<file path="src/rtl/gpt_pkg.sv">
package gpt_pkg;
  localparam int ADDR_W = 4;
  localparam int N_CMP  = 3;
  localparam int N_CAP  = 2;
  localparam int N_FLAG = N_CMP + N_CAP + 1;

  localparam logic [ADDR_W-1:0] REG_CTRL = 4'd0;
  localparam logic [ADDR_W-1:0] REG_PRE  = 4'd1;
  localparam logic [ADDR_W-1:0] REG_STAT = 4'd2;
  localparam logic [ADDR_W-1:0] REG_IEN  = 4'd3;
  localparam int                REG_CMP0 = 4;
  localparam int                REG_CAP0 = REG_CMP0 + N_CMP;
  localparam logic [ADDR_W-1:0] REG_CNT  = 4'd9;

  // control word bit positions (decoded by the channels)
  localparam int CB_EN      = 0;
  localparam int CB_RESTART = 9;
  localparam int CB_SWR     = 15;
  localparam int CB_CAPM    = 16;
  localparam int CB_CMPM    = 20;
  localparam int CB_FORCE   = 29;
  localparam logic [31:0] CTRL_KEEP = 32'h1FFF_0201;

  typedef enum logic [2:0] {
    OM_HOLD   = 3'd0,
    OM_TOGGLE = 3'd1,
    OM_LOW    = 3'd2,
    OM_HIGH   = 3'd3,
    OM_PULSE  = 3'd4
  } om_e;

  typedef enum logic [1:0] {
    CM_OFF  = 2'd0,
    CM_RISE = 2'd1,
    CM_FALL = 2'd2,
    CM_BOTH = 2'd3
  } cm_e;
endpackage

</file>
<file path="src/rtl/gpt_prescaler.sv">
module gpt_prescaler #(
  parameter int PRE_W = 12
) (
  input  logic             clk,
  input  logic             rst_n,
  input  logic             clr,
  input  logic             run,
  input  logic             tick,
  input  logic [PRE_W-1:0] div,
  output logic             step
);
  logic [PRE_W-1:0] pcnt;
  logic             at_end;

  assign at_end = (pcnt >= div);
  assign step   = run && tick && at_end;

  always_ff @(posedge clk) begin
    if (!rst_n || clr) begin
      pcnt <= '0;
    end else if (run && tick) begin
      pcnt <= at_end ? '0 : pcnt + 1'b1;
    end
  end
endmodule

</file>
<file path="src/rtl/gpt_counter.sv">
module gpt_counter #(
  parameter int CNT_W = 32
) (
  input  logic             clk,
  input  logic             rst_n,
  input  logic             clr,
  input  logic             step,
  input  logic             restart,
  input  logic [CNT_W-1:0] cmp1,
  output logic [CNT_W-1:0] cnt,
  output logic [CNT_W-1:0] cnt_nxt,
  output logic             wrap
);
  logic reload;

  assign reload  = restart && (cnt == cmp1);
  assign wrap    = step && (&cnt);
  assign cnt_nxt = !step ? cnt : (reload ? '0 : cnt + 1'b1);

  always_ff @(posedge clk) begin
    if (!rst_n || clr) cnt <= '0;
    else               cnt <= cnt_nxt;
  end

  a_r2_hold_without_step: assert property (@(posedge clk) disable iff (!rst_n)
    (!step && !clr) |=> (cnt == $past(cnt)));

  a_r4_restart_reload: assert property (@(posedge clk) disable iff (!rst_n)
    (step && restart && (cnt == cmp1) && !clr) |=> (cnt == '0));
endmodule

</file>
<file path="src/rtl/gpt_cmp_chan.sv">
module gpt_cmp_chan
  import gpt_pkg::*;
#(
  parameter int CNT_W = 32
) (
  input  logic             clk,
  input  logic             rst_n,
  input  logic             clr,
  input  logic             step,
  input  logic [2:0]       mode,
  input  logic [CNT_W-1:0] cnt_nxt,
  input  logic [CNT_W-1:0] cmp,
  input  logic             frc,
  output logic             hit,
  output logic             pin
);
  logic pend;
  logic act;

  assign hit = step && (cnt_nxt == cmp);
  assign act = hit || frc;

  always_ff @(posedge clk) begin
    if (!rst_n || clr) begin
      pin  <= 1'b1;
      pend <= 1'b0;
    end else if (act) begin
      pend <= 1'b0;
      case (mode)
        OM_TOGGLE: pin <= ~pin;
        OM_LOW:    pin <= 1'b0;
        OM_HIGH:   pin <= 1'b1;
        OM_PULSE: begin
          pin  <= 1'b0;
          pend <= 1'b1;
        end
        default:   pin <= pin;
      endcase
    end else if (step && pend) begin
      pin  <= 1'b1;
      pend <= 1'b0;
    end
  end

  a_r7_pulse_release: assert property (@(posedge clk) disable iff (!rst_n)
    (pend && step && !act && !clr) |=> pin);

  a_r6_hold_mode_keeps_pin: assert property (@(posedge clk) disable iff (!rst_n)
    (mode == OM_HOLD && !pend && !clr) |=> $stable(pin));
endmodule

</file>
<file path="src/rtl/gpt_cap_chan.sv">
module gpt_cap_chan
  import gpt_pkg::*;
#(
  parameter int CNT_W = 32
) (
  input  logic             clk,
  input  logic             rst_n,
  input  logic             clr,
  input  cm_e              mode,
  input  logic             pin_in,
  input  logic [CNT_W-1:0] cnt,
  output logic             hit,
  output logic [CNT_W-1:0] value
);
  logic s1, s2, prev;
  logic rise, fall;

  assign rise = s2 && !prev;
  assign fall = !s2 && prev;

  always_comb begin
    case (mode)
      CM_RISE: hit = rise;
      CM_FALL: hit = fall;
      CM_BOTH: hit = rise || fall;
      default: hit = 1'b0;
    endcase
  end

  always_ff @(posedge clk) begin
    if (!rst_n) begin
      s1   <= 1'b0;
      s2   <= 1'b0;
      prev <= 1'b0;
    end else begin
      s1   <= pin_in;
      s2   <= s1;
      prev <= s2;
    end
  end

  always_ff @(posedge clk) begin
    if (!rst_n || clr) value <= '0;
    else if (hit)      value <= cnt;
  end

  a_r9_latch_counter: assert property (@(posedge clk) disable iff (!rst_n)
    (hit && !clr) |=> (value == $past(cnt)));

  a_r9_unselected_keeps: assert property (@(posedge clk) disable iff (!rst_n)
    (!hit && !clr) |=> $stable(value));
endmodule

</file>
<file path="src/rtl/gpt_cc_timer.sv">
module gpt_cc_timer
  import gpt_pkg::*;
#(
  parameter int CNT_W = 32,
  parameter int PRE_W = 12
) (
  input  logic              clk,
  input  logic              rst_n,
  input  logic              tick,
  input  logic              bus_wr,
  input  logic [ADDR_W-1:0] bus_addr,
  input  logic [31:0]       bus_wdata,
  output logic [31:0]       bus_rdata,
  input  logic [N_CAP-1:0]  cap_in,
  output logic [N_CMP-1:0]  cmp_out,
  output logic              irq
);
  logic [31:0]       ctrl_q;
  logic              swr_q;
  logic [PRE_W-1:0]  pre_q;
  logic [N_FLAG-1:0] ien_q;
  logic [N_FLAG-1:0] stat_q;
  logic [CNT_W-1:0]  cmp_q [N_CMP];
  logic [CNT_W-1:0]  cap_val [N_CAP];
  logic [CNT_W-1:0]  cnt, cnt_nxt;
  logic              step, wrap;
  logic [N_CMP-1:0]  cmp_hit, frc_vec;
  logic [N_CAP-1:0]  cap_hit;
  logic [N_FLAG-1:0] set_vec, w1c;
  logic              wr_ctrl;

  assign wr_ctrl = bus_wr && (bus_addr == REG_CTRL);
  assign w1c     = (bus_wr && bus_addr == REG_STAT) ? bus_wdata[N_FLAG-1:0] : '0;
  assign set_vec = {wrap, cap_hit, cmp_hit};
  assign irq     = |(stat_q & ien_q);

  always_ff @(posedge clk) begin
    if (!rst_n || swr_q) begin
      ctrl_q <= '0;
      swr_q  <= 1'b0;
      pre_q  <= '0;
      ien_q  <= '0;
      stat_q <= '0;
      for (int i = 0; i < N_CMP; i++) cmp_q[i] <= '0;
    end else begin
      swr_q  <= wr_ctrl && bus_wdata[CB_SWR];
      stat_q <= (stat_q & ~w1c) | set_vec;
      if (wr_ctrl) ctrl_q <= bus_wdata & CTRL_KEEP;
      if (bus_wr && bus_addr == REG_PRE) pre_q <= bus_wdata[PRE_W-1:0];
      if (bus_wr && bus_addr == REG_IEN) ien_q <= bus_wdata[N_FLAG-1:0];
      for (int i = 0; i < N_CMP; i++) begin
        if (bus_wr && bus_addr == ADDR_W'(REG_CMP0 + i)) cmp_q[i] <= bus_wdata[CNT_W-1:0];
      end
    end
  end

  always_comb begin
    bus_rdata = '0;
    case (bus_addr)
      REG_CTRL: bus_rdata = ctrl_q | (32'(swr_q) << CB_SWR);
      REG_PRE:  bus_rdata = 32'(pre_q);
      REG_STAT: bus_rdata = 32'(stat_q);
      REG_IEN:  bus_rdata = 32'(ien_q);
      REG_CNT:  bus_rdata = 32'(cnt);
      default:  bus_rdata = '0;
    endcase
    for (int i = 0; i < N_CMP; i++) begin
      if (bus_addr == ADDR_W'(REG_CMP0 + i)) bus_rdata = 32'(cmp_q[i]);
    end
    for (int j = 0; j < N_CAP; j++) begin
      if (bus_addr == ADDR_W'(REG_CAP0 + j)) bus_rdata = 32'(cap_val[j]);
    end
  end

  gpt_prescaler #(.PRE_W(PRE_W)) u_pre (
    .clk(clk), .rst_n(rst_n), .clr(swr_q), .run(ctrl_q[CB_EN]),
    .tick(tick), .div(pre_q), .step(step)
  );

  gpt_counter #(.CNT_W(CNT_W)) u_cnt (
    .clk(clk), .rst_n(rst_n), .clr(swr_q), .step(step),
    .restart(ctrl_q[CB_RESTART]), .cmp1(cmp_q[0]),
    .cnt(cnt), .cnt_nxt(cnt_nxt), .wrap(wrap)
  );

  for (genvar i = 0; i < N_CMP; i++) begin : g_cmp
    logic [2:0] mode;
    assign mode       = ctrl_q[CB_CMPM + 3*i +: 3];
    assign frc_vec[i] = wr_ctrl && bus_wdata[CB_FORCE + i];
    gpt_cmp_chan #(.CNT_W(CNT_W)) u_ch (
      .clk(clk), .rst_n(rst_n), .clr(swr_q), .step(step), .mode(mode),
      .cnt_nxt(cnt_nxt), .cmp(cmp_q[i]), .frc(frc_vec[i]),
      .hit(cmp_hit[i]), .pin(cmp_out[i])
    );
  end

  for (genvar j = 0; j < N_CAP; j++) begin : g_cap
    cm_e mode;
    assign mode = cm_e'(ctrl_q[CB_CAPM + 2*j +: 2]);
    gpt_cap_chan #(.CNT_W(CNT_W)) u_ch (
      .clk(clk), .rst_n(rst_n), .clr(swr_q), .mode(mode),
      .pin_in(cap_in[j]), .cnt(cnt), .hit(cap_hit[j]), .value(cap_val[j])
    );
  end

  a_r11_event_wins: assert property (@(posedge clk) disable iff (!rst_n)
    !swr_q |=> ((stat_q & $past(set_vec)) == $past(set_vec)));

  a_r11_flag_sticky: assert property (@(posedge clk) disable iff (!rst_n)
    !swr_q |=> ((stat_q & $past(stat_q & ~w1c)) == $past(stat_q & ~w1c)));

  a_r13_self_clear: assert property (@(posedge clk) disable iff (!rst_n)
    swr_q |=> (!swr_q && stat_q == '0 && ctrl_q == '0 && cnt == '0));
endmodule

</file>
<file path="config.mk">
export PLATFORM = sky130hd
export DESIGN_NAME = gpt_cc_timer
export DESIGN_NICKNAME = d
export VERILOG_FILES = /design/src/rtl/gpt_pkg.sv /design/src/rtl/gpt_prescaler.sv /design/src/rtl/gpt_counter.sv /design/src/rtl/gpt_cmp_chan.sv /design/src/rtl/gpt_cap_chan.sv /design/src/rtl/gpt_cc_timer.sv
export SDC_FILE = /design/constraint.sdc
export NUM_CORES = 1
export LEC_CHECK = 0
export ABC_AREA = 1
export BUFFER_PORTS_ARGS = -buffer_cell sky130_fd_sc_hd__buf_2
export CORE_AREA = 2 2 170 172
export DETAILED_ROUTE_END_ITERATION = 6
export DIE_AREA = 0 0 172 174
export MAX_ROUTING_LAYER = met4
export PLACE_DENSITY_LB_ADDON = 0.15
export SLEW_MARGIN = 30
export SYNTH_ARGS = -nofsm -noshare
export SYNTH_HDL_FRONTEND = slang
export SYNTH_HIERARCHICAL = 1
export SYNTH_SLANG_ARGS = --single-unit
</file>
<file path="constraint.sdc">
create_clock -name clk -period 4.4 [get_ports clk]
set_input_delay 1.1 -clock clk [delete_from_list [all_inputs] [get_ports clk]]
set_output_delay 1.1 -clock clk [all_outputs]
set_load 0.01 [all_outputs]
</file>
==> summary.md <==
| Metric | Value |
|---|---|
| Status | complete, but fails checks |
| Violated checks | design-rule violations |
| Pre-antenna DRT Iters | 7 |
| Max rail drop VDD | around 0.00032 V |
| Required @ worst endpoint | between 4 and 5 ns |
| MaxCap Viol Count | 0 |
| Wire per inst | approximately 21 um |
| Worst R2R Setup Slack | 0.28 ns |
| Clock slew at reported path FFs | around 0.070 ns |
| Capture point of the worst reg-to-reg path | g_cmp[1].u_ch/pin$_SDFFE_PP1P_ |
| Yosys warnings | 6 |
| Clock Latency Late Sink | ~0.56 ns |
| Leakage power | 8.01 nW |
| Setup CP Type | reg2reg |
| GRT Total Usage | between 40% and 50% |
| Final WS setup | around 0.28 ns |
| Area Overhead vs Synth | 11.9% |
| Worst stage delay on the critical path | 0.38 ns |
| Achievable frequency | ~0.24 GHz |
| Clock root cell | clkbuf_16 |
| Share of cells above drive strength 1 | between 10% and 20% |
| Final Hold Vio Count | 0 |
| CTS Buf Count | 28 |
| H-tree levels | 1 |
| Synth Area in Compound Gates | 4.88% |
| Effective utilization at floorplan | a little under three fifths |
| Hold Path Cell Cnt | 2 |
| DRT iter0 DRCs | 2152 |
| P per Cell Area | about 310 mW/mm2 |
| Worst Tran Pin Value | about 1.1 ns |
| Post-Synth Adder-Cell Area | about 1.4% |
| Distinct cells, synth | 39 |
| I/O Buffers | 77 |
| Register-to-Register Path Depth | 29 |
| Post-synth net total | around 2500 |
| Via density | around 5.6 |
| Area of the die | around 0.03 mm2 |
| Largest family of logic cells by synthesized area | simple AND/OR/NAND/NOR gates |
| GP Congestion | between 1 and 1.5 |
| Crit path launch type | register |
| Chip Height | about 170 um |
| XOR/XNOR share of the synthesized area | around 4.1% |
| Reg-to-Reg Start | pre_q[9]$_SDFFE_PP0P_ |
| Max_slew headroom | a little under 30% |
| Worst Hold End | g_cap[1].u_ch/s2$_SDFF_PN0_ |
| First-pass GRT wire length | slightly above 90 mm |
| Buffer depth of the longest clock path | 3 |
| Worst EP arrival | around 4.6 ns |
| Core Rows | 62 |
| Clock Skews | about 0.013 ns |
| Crit-path most repeated cell | nand2_1 |
| Crit-path max FO | 12 |
| Drc violations | 9 |
| Setup violators final | 0 |
| Cell area after synthesis | roughly 0.016 mm2 |
| Congestion Overflow GR | 0 |
| Hold path start | g_cap[1].u_ch/s1$_SDFF_PN0_ |
| Via Count | between 15000 and 20000 |
| Final core utilization | a little over three fifths |
| CTS sink cnt | 256 |
| Post-CTS setup buffer count | 0 |
| Syn Inst Count | approximately 2400 |
| Syn Area/Cell | between 6 and 7 um2 |
| Vias in the first global route | 15500 |
| Placed Instances | roughly 2800 |
| Non-Filler Instances | 2901 |
| Largest net degree at the start of global routing | 35 |
| Slowest CP cell | dfxtp_1 |
| Antenna Nets Post-Route | 0 |
| Die width | between 150 and 200 um |
| Unrepaired setup endpoints after global routing | no |
| Register area share after synthesis | around two fifths |
| Simple-gate share of the synthesized area | a little under two fifths |
| Minimum clock period after layout | about 4 ns |
| TritonCTS clock tree | yes |
| Core Region | between 0.02 and 0.03 mm2 |
| Min-Delay Path Class | reg2reg |
| Yosys reg bits | approximately 260 |
| Final WL | between 60 and 70 mm |
| IO Pins | a little under 80 |
| Critical Path Sink Type | register |
| Setup tns final | 0 ns |
| Initial antenna violation count | 3 |
| Final Max Slew Viols | 0 |
| Setup slack at placement | 0.0611 ns |
| Nets | between 2000 and 3000 |
| Mux contribution to synthesized area | 0% |
| Final period util | between 90% and 100% |
| DP HPWL | between 40 and 50 mm |
metrics by stage:
| stage | hold slack, ns | power, mW | instance area [um2] |
|---|---|---|---|
| floorplan | 0.390 | 2.83 | 15900 |
| global placement | 0.404 | 3.02 | 16800 |
| detailed placement | 0.407 | 3.02 | 16800 |
| CTS | 0.425 | 5.47 | 17800 |
| global route | 0.456 | 5.60 | 17800 |
| finish | 0.418 | 5.47 | 17800 |
timing repair:
item | 4_1_cts | 5_1_grt
endpoints found under the hold margin | 0 | 0
resized for setup | 0 | 4
endpoints found under the setup margin | 0 | 5
hold buffers | 0 | 0
cells in the final DEF (no fill, tap or decap), types with 30 or more instances in the layout:
cell,count
nand3_1,213
nor2_1,304
nand4_1,63
inv_1,429
o21ai_0,37
dfxtp_1,160
edfxtp_1,96
nand2_1,713
buf_2,77
a21oi_1,65
xnor2_1,39
buf_4,30
xor2_1,35
cells by family (layout without fill, tap and decap cells):
| family | after synthesis | after routing |
|---|---|---|
| flops | 256 | 256 |
| simple gates | 1407 | 1407 |
| other cells | 0 | 2 |
| fa+ha+maj | 18 | 18 |
| buf+inv | 527 | 621 |
| xor+xnor | 74 | 74 |
| compound gates | 139 | 139 |
synthesized netlist by cell type:
cell type / number / area [um2]
nor3_1: 14 / 70.1
o21ai_0: 39 / 195
xnor2_1: 39 / 342
xor2_1: 35 / 307
nand2_4: 2 / 22.5
clkbuf_1: 18 / 67.6
nor3_4: 1 / 16.3
a21boi_0: 1 / 7.51
or2_0: 1 / 6.26
inv_1: 431 / 1620
a21boi_2: 3 / 33.8
nor4_1: 13 / 81.3
edfxtp_1: 96 / 2880
o2111ai_1: 6 / 52.6
a221oi_1: 1 / 8.76
or2_2: 6 / 37.5
nand3_2: 11 / 110
nand3b_1: 2 / 15.0
dfxtp_1: 160 / 3200
buf_2: 35 / 175
inv_2: 22 / 82.6
nor2_1: 307 / 1150
nand2_2: 23 / 144
clkinv_1: 3 / 11.3
buf_6: 1 / 11.3
o31ai_1: 1 / 7.51
a21oi_1: 65 / 325
nor2_2: 22 / 138
ha_1: 18 / 225
o22ai_1: 14 / 87.6
nand2_1: 716 / 2690
nor3b_1: 3 / 22.5
nand3_1: 213 / 1070
buf_4: 15 / 113
buf_1: 2 / 7.51
o21ai_1: 4 / 20.0
o211ai_1: 5 / 37.5
nand4_1: 63 / 394
nor2_4: 10 / 113
state kept, by name, summed over array words and instances, names as in the netlist:
register / cells
g_cap.u_ch/s1: 2
ctrl_q: 15
g_cap.u_ch/s2: 2
cmp_q: 96
stat_q: 6
g_cap.u_ch/value: 64
g_cmp.u_ch/pend: 3
g_cap.u_ch/prev: 2
swr_q: 1
pre_q: 12
u_cnt/cnt: 32
u_pre/pcnt: 12
ien_q: 6
g_cmp.u_ch/pin: 3
critical path, delay by kind of cell (launching register included):
kind                       cells  cell delay (ns)
xor gates and xnor gates       1             0.15
adders and majority gates      1             0.29
buffers and inverters          5             0.52
DFF                            1             0.38
and+or+nand+nor               22             2.64
layer usage:
layer	track usage (%)	vias up	part of all wire, %
met3	9.20	188	11
met2	63.5	971	43
met4	16.6	0	5.0
met1	55.3	7594	40
met5	-	-	0
li1	-	7630	-
power by group:
part	internal, mW	switching (mW)	total [mW]
registers	2.50	0.0599	2.56
logic	0.127	0.302	0.429
clock network	1.45	1.03	2.48
total	4.08	1.40	5.47
worst max path at each step:
stage	from	to	slack [ns]	cells past startpoint
global placement	tick	g_cmp[1].u_ch/pin$_SDFFE_PP1P_	0.07	25
global route	pre_q[9]$_SDFFE_PP0P_	g_cmp[1].u_ch/pin$_SDFFE_PP1P_	0.0005	30
CTS	pre_q[9]$_SDFFE_PP0P_	g_cmp[1].u_ch/pin$_SDFFE_PP1P_	0.26	30
floorplan	bus_addr[3]	cmp_q[0][32]$_DFFE_PP_	0.77	6
finish	pre_q[9]$_SDFFE_PP0P_	g_cmp[1].u_ch/pin$_SDFFE_PP1P_	0.28	29
detailed placement	tick	g_cmp[1].u_ch/pin$_SDFFE_PP1P_	0.06	25
layout make-up:
| class | instances | area, um2 |
|---|---|---|
| sequential | 256 | 6090 |
| inverter | 456 | 1720 |
| timing repair buffer | 113 | 731 |
| tap | 384 | 480 |
| clock inverter | 18 | 228 |
| clock buffer | 34 | 743 |
| antenna | 2 | 5.00 |
| multi-input combinational | 1638 | 7790 |
| fill | 2712 | 10500 |
Power figures use the tool's default switching activity.
